`src/rtl/staged_acc_pkg.sv`:
```
package staged_acc_pkg;

  typedef enum logic [2:0] {
    OP_ADD  = 3'b000,
    OP_SUB  = 3'b001,
    OP_AND  = 3'b010,
    OP_OR   = 3'b011,
    OP_XOR  = 3'b100,
    OP_PASS = 3'b101,
    OP_INC  = 3'b110,
    OP_DEC  = 3'b111
  } aluOp_e;

  typedef enum logic [1:0] {
    SRC_ACC   = 2'b00,
    SRC_CONST = 2'b01,
    SRC_BUS   = 2'b10,
    SRC_ZERO  = 2'b11
  } actSrc_e;

  typedef struct packed {
    logic    actLoad;
    actSrc_e actSel;
    logic    tmpLoad;
    logic    exec;
    aluOp_e  op;
  } strobes_t;

endpackage

```
`src/rtl/staged_acc_ctrl.sv`:
```
module staged_acc_ctrl
  import staged_acc_pkg::*;
(
  input  logic       rst,
  input  logic       stepAct,
  input  logic [1:0] actSrc,
  input  logic       stepTmp,
  input  logic       stepExec,
  input  logic [2:0] opSel,
  output strobes_t   strobes
);

  // Strobes are suppressed during reset so the datapath sees only the clear.
  always_comb begin
    strobes.actLoad = stepAct & ~rst;
    strobes.actSel  = actSrc_e'(actSrc);
    strobes.tmpLoad = stepTmp & ~rst;
    strobes.exec    = stepExec & ~rst;
    strobes.op      = aluOp_e'(opSel);
  end

endmodule

```
`src/rtl/staged_acc_opunit.sv`:
```
module staged_acc_opunit
  import staged_acc_pkg::*;
#(
  parameter int WIDTH = 8
) (
  input  logic [WIDTH-1:0] opA,
  input  logic [WIDTH-1:0] opB,
  input  aluOp_e           op,
  output logic [WIDTH-1:0] result,
  output logic             carry
);

  localparam int WIDE = WIDTH + 1;
  localparam logic [WIDE-1:0] ONE = WIDE'(1);

  logic [WIDE-1:0] wideA, wideB, wideRes;
  logic            isArith;

  assign wideA = {1'b0, opA};
  assign wideB = {1'b0, opB};

  always_comb begin
    isArith = 1'b0;
    unique case (op)
      OP_ADD:  begin wideRes = wideA + wideB; isArith = 1'b1; end
      OP_SUB:  begin wideRes = wideA - wideB; isArith = 1'b1; end
      OP_AND:  wideRes = wideA & wideB;
      OP_OR:   wideRes = wideA | wideB;
      OP_XOR:  wideRes = wideA ^ wideB;
      OP_PASS: wideRes = wideA;
      OP_INC:  begin wideRes = wideA + ONE; isArith = 1'b1; end
      OP_DEC:  begin wideRes = wideA - ONE; isArith = 1'b1; end
      default: wideRes = '0;
    endcase
  end

  assign result = wideRes[WIDTH-1:0];
  assign carry  = isArith & wideRes[WIDTH];

endmodule

```
`src/rtl/staged_acc_datapath.sv`:
```
module staged_acc_datapath
  import staged_acc_pkg::*;
#(
  parameter int WIDTH = 8
) (
  input  logic             clk,
  input  logic             rst,
  input  strobes_t         strobes,
  input  logic [WIDTH-1:0] constIn,
  input  logic [WIDTH-1:0] busIn,
  output logic [WIDTH-1:0] accQ,
  output logic             carryQ,
  output logic             zeroQ
);

  logic [WIDTH-1:0] actQ, tmpQ, actNext, aluRes;
  logic             aluCarry;

  always_comb begin
    unique case (strobes.actSel)
      SRC_ACC:   actNext = accQ;
      SRC_CONST: actNext = constIn;
      SRC_BUS:   actNext = busIn;
      default:   actNext = '0;
    endcase
  end

  staged_acc_opunit #(.WIDTH(WIDTH)) opUnit (
    .opA   (actQ),
    .opB   (tmpQ),
    .op    (strobes.op),
    .result(aluRes),
    .carry (aluCarry)
  );

  // Staging registers: operands for the ALU, never the accumulator itself.
  always_ff @(posedge clk) begin
    if (rst) begin
      actQ <= '0;
      tmpQ <= '0;
    end else begin
      if (strobes.actLoad) actQ <= actNext;
      if (strobes.tmpLoad) tmpQ <= busIn;
    end
  end

  // Accumulator and flags: written only by an execute.
  always_ff @(posedge clk) begin
    if (rst) begin
      accQ   <= '0;
      carryQ <= 1'b0;
      zeroQ  <= 1'b0;
    end else if (strobes.exec) begin
      accQ   <= aluRes;
      carryQ <= aluCarry;
      zeroQ  <= (aluRes == '0);
    end
  end

  assert_acc_hold_R8: assert property (@(posedge clk) disable iff (rst)
    !strobes.exec |=> $stable(accQ) && $stable(carryQ) && $stable(zeroQ));

  assert_zero_flag_R5: assert property (@(posedge clk) disable iff (rst)
    strobes.exec |=> zeroQ == (accQ == '0));

  assert_logic_no_carry_R4: assert property (@(posedge clk) disable iff (rst)
    strobes.exec && (strobes.op inside {OP_AND, OP_OR, OP_XOR, OP_PASS}) |=> !carryQ);

  assert_sub_old_operands_R9: assert property (@(posedge clk) disable iff (rst)
    strobes.exec && strobes.op == OP_SUB |=> accQ == $past(actQ - tmpQ));

  assert_operand_hold_R2: assert property (@(posedge clk) disable iff (rst)
    !strobes.actLoad && !strobes.tmpLoad |=> $stable(actQ) && $stable(tmpQ));

endmodule

```
`src/rtl/staged_acc_alu.sv`:
```
module staged_acc_alu
  import staged_acc_pkg::*;
#(
  parameter int WIDTH = 8
) (
  input  logic             clk,
  input  logic             rst,
  input  logic             stepAct,
  input  logic [1:0]       actSrc,
  input  logic [WIDTH-1:0] constIn,
  input  logic             stepTmp,
  input  logic             stepExec,
  input  logic [2:0]       opSel,
  input  logic [WIDTH-1:0] busIn,
  output logic [WIDTH-1:0] accOut,
  output logic             carryOut,
  output logic             zeroOut
);

  strobes_t strobes;

  staged_acc_ctrl ctrl (
    .rst     (rst),
    .stepAct (stepAct),
    .actSrc  (actSrc),
    .stepTmp (stepTmp),
    .stepExec(stepExec),
    .opSel   (opSel),
    .strobes (strobes)
  );

  staged_acc_datapath #(.WIDTH(WIDTH)) datapath (
    .clk    (clk),
    .rst    (rst),
    .strobes(strobes),
    .constIn(constIn),
    .busIn  (busIn),
    .accQ   (accOut),
    .carryQ (carryOut),
    .zeroQ  (zeroOut)
  );

  assert_reset_clear_R1: assert property (@(posedge clk)
    rst |=> accOut == '0 && !carryOut && !zeroOut);

endmodule

```
`config.mk`:
```
export PLATFORM = sky130hd
export DESIGN_NAME = staged_acc_alu
export DESIGN_NICKNAME = d
export VERILOG_FILES = /design/src/rtl/staged_acc_pkg.sv /design/src/rtl/staged_acc_ctrl.sv /design/src/rtl/staged_acc_opunit.sv /design/src/rtl/staged_acc_datapath.sv /design/src/rtl/staged_acc_alu.sv
export SDC_FILE = /design/constraint.sdc
export NUM_CORES = 1
export LEC_CHECK = 0
export BUFFER_PORTS_ARGS = -buffer_cell sky130_fd_sc_hd__buf_2
export CAP_MARGIN = 20
export CORE_MARGIN = 8
export CORE_UTILIZATION = 55
export DETAILED_ROUTE_END_ITERATION = 8
export GPL_TIMING_DRIVEN = 0
export PLACE_DENSITY = 0.77
export SETUP_SLACK_MARGIN = 0.2
export SYNTH_ARGS = -nofsm -noshare
export SYNTH_HDL_FRONTEND = slang
export SYNTH_SLANG_ARGS = --single-unit
export TNS_END_PERCENT = 50
```
`constraint.sdc`:
```
create_clock -name clk -period 4.2 [get_ports clk]
set_clock_uncertainty 0.2 [all_clocks]
set_input_delay 0.63 -clock clk [delete_from_list [all_inputs] [get_ports clk]]
set_output_delay 0.63 -clock clk [all_outputs]
set_load 0.005 [all_outputs]
```
==> results.txt <==
Status = finished, final reports clean
Sum Neg Setup Slack = 0 ns
DRC viols = 0
CTS Root Cell = clkbuf_8
Crit Path Category = in2reg
Clock latency on the worst-skew pair = 0.27 ns
Seq cells post-synth = 26
Async S/R FF share, synth = 0%
Initial core utilization = 55.9%
Final Critical Period = 3.71 ns
Routed WL per cell = 16.6 um
CTS sink cnt = 26
Pint = 0.457 mW
Crit. End Element = flip-flop
Antenna violations before repair = 0
Worst hold path type = reg2reg
H-tree Lvls = 1
Antenna diodes = 0
Synth unique cells = 49
Total grt overflow = 0
Switching part of the total = 37.4%
Max Cap Violations = 0
Max Clock Freq = 269 MHz
Vias = 2322
Period Utilization, post-route = 88.4%
Worst-path clk slew = 0.08 ns
Die extent in x = 82.1 um
Core box area = 4290 um2
Post-synth net total = 351
IO Count = 36
P&R area growth vs syn = 10.5%
Die Y = 82.1 um
Final Hold Fails = 0
Busiest grt layer = met2
TritonCTS Buffers = 3
Post-synth EDFFs = 0
Least-Margin Pin Slew = 0.659 ns
First-pass GRT wire length = 10700 um
Largest area contributor in the netlist = dfxtp_1
Num rows = 24
Comb pwr share = 42.4%
Peak VDD IR = 248 uV
RSZ-0062 raised after global routing = false
Reg power frac = 38.8%
Final setup viols = 0
Port Buffer Count = 29
Largest cells by area after synthesis = dfxtp_1, ha_1, mux2i_1
Met1 usage = 25.4%
Arr. time, crit path = 3.70 ns
Detailed Route WL = 6320 um
Final net count = 384
Share of cells above drive strength 1 = 15.5%
LEAKAGE = 1.19 nW
GRT Util Overall = 19.5%
Routed Antenna Nets = 0
PwrDens = 275 nW/um2
Vias in the first global route = 2288
CP startpoint kind = primary input
Global-route met3 utilization = 1.86%
Top_reg_cell synth = dfxtp_1
Routability cong. = 0.954
Fin. max-slew vios = 0
Slew headroom = 56.1%
Cells after synthesis = 298
Dpl ws = 0.250 ns
Largest net degree at the start of global routing = 14
Crit path max fanout = 10
Die ar. = 6740 um2
P_sw = 0.273 mW
HPWL after detailed placement = 5110 um
Critical Path RT = 4.19 ns
Via density per instance = 6.09
Yosys warns = 0
Synth top area share = 21.7%
GRT met2 Usage = 33.6%
Avg Cell Area, Syn = 8.06 um2
Postcts setup bufs = 0
Post-synthesis sequential area ratio = 21.7%
Detailed-router iteration count before antenna repair = 4
Initial DRC count = 151
Fillcell total = 385
CTS tree = built
Mapped cell area = 2400 um2
Clock share of power = 18.7%
Setup WS post-layout = 0.489 ns
Clock Path Buffers = 2
stage by stage:
stage                     instances  hold WS [ns]  area (um2)  total power [mW]  utilization, %
final                           381         0.254        2650             0.729            61.8
after global routing            381         0.286        2650             0.779            61.8
after CTS                       382         0.258        2650             0.724            61.8
after detailed placement        379         0.247        2610             0.589            60.8
after global placement          379         0.239        2610             0.581            60.8
after floorplan                 298         0.242        2400             0.509               -
worst max-delay path, cell delays in order:
cell      delay (ns)
buf_2           0.12
buf_6           0.15
clkbuf_1        0.37
nor2_1          0.20
nor2_1          0.14
o22ai_1         0.08
a221oi_1        0.35
ha_1            0.34
o21ai_1         0.09
a21oi_1         0.08
o41ai_1         0.39
mux2i_1         0.35
a21oi_1         0.14
a211oi_1        0.24
cells in the mapped netlist, types with 2 or more instances:
cell      count
nor2_1       35
dfxtp_1      26
ha_1         26
mux2i_1      23
inv_1        22
nand2_1      16
a21oi_1      13
a211oi_1     11
clkbuf_1     11
nor3_1       10
o21ai_0      10
o21ai_1      10
a221oi_1      9
a22o_1        8
o22ai_1       8
nand2b_1      5
nand3_1       4
nor2b_1       3
o221ai_1      3
or3_1         3
a211o_1       2
a221o_1       2
a221oi_2      2
a31oi_1       2
buf_1         2
buf_2         2
buf_6         2
inv_2         2
nand2b_2      2
nor2b_4       2
o221a_2       2
xnor2_1       2
xor2_1        2
worst paths after layout:
| kind | slack, ns | to | startpoint | cells past startpoint |
|---|---|---|---|---|
| worst max-delay path | 0.49 | datapath.accQ[7] | opSel[2] | 14 |
| worst min-delay path | 0.25 | datapath.zeroQ | datapath.zeroQ | 2 |
| worst max register to register | 0.58 | datapath.zeroQ | datapath.tmpQ[0] | 12 |
| worst min register to register | 0.25 | datapath.zeroQ | datapath.zeroQ | 2 |
layout by cell type (no fill, tap or decap), types with 10 or more instances in the layout:
master | synthesis | layout
a21oi_1 | 13 | 13
dfxtp_1 | 26 | 26
o21ai_1 | 10 | 10
nand2_1 | 16 | 16
clkbuf_1 | 11 | 10
a211oi_1 | 11 | 10
mux2i_1 | 23 | 23
buf_2 | 2 | 31
ha_1 | 26 | 26
nor3_1 | 10 | 10
o21ai_0 | 10 | 10
inv_1 | 22 | 22
nor2_1 | 35 | 35
power by group through the flow:
stage                     sequential (mW)  clock (mW)  combinational [mW]
after floorplan                     0.285           0               0.224
after CTS                           0.282       0.138               0.303
final                               0.283       0.137               0.309
after detailed placement            0.288           0               0.301
after global placement              0.287           0               0.294
after global routing                0.286       0.148               0.345
state kept, by name (all words and copies together) (netlist names):
register and flops:
datapath.zeroQ 1, datapath.actQ 8, datapath.accQ 8, datapath.tmpQ 8, datapath.carryQ 1
final cells by class:
class	instances	area [um2]	share of cell area (%)
buffer	16	77.6	2.92
clock buffer	3	41.3	1.56
inverter	24	90.1	3.39
multi-input combinational	231	1710	64.6
sequential	26	520	19.6
tap	52	65.1	2.45
timing repair buffer	29	145	5.47
cell families (layout without fill, tap and decap cells):
| group | Yosys count | after routing | share of synthesized area (%) |
|---|---|---|---|
| flops | 26 | 26 | 21.7 |
| xor+xnor | 6 | 6 | 2.81 |
| fa+ha+maj | 27 | 27 | 14.4 |
| compound gates | 89 | 89 | 26.8 |
| simple gates | 86 | 86 | 17.6 |
| mux | 23 | 23 | 9.59 |
| buf+inv | 41 | 72 | 7.14 |
per-layer routing:
metal  share of wire, %  vias up
met5                  0        -
met4               0.84        0
met3                6.0        5
met2                 46       87
met1                 47     1068
li1                   -     1162
timing repair:
action	4_1_cts	5_1_grt
endpoints found under the setup margin	0	3
gates resized for setup	0	1
endpoints found under the hold margin	0	0
hold buffers	0	0
(Power assumes the default switching activity.)
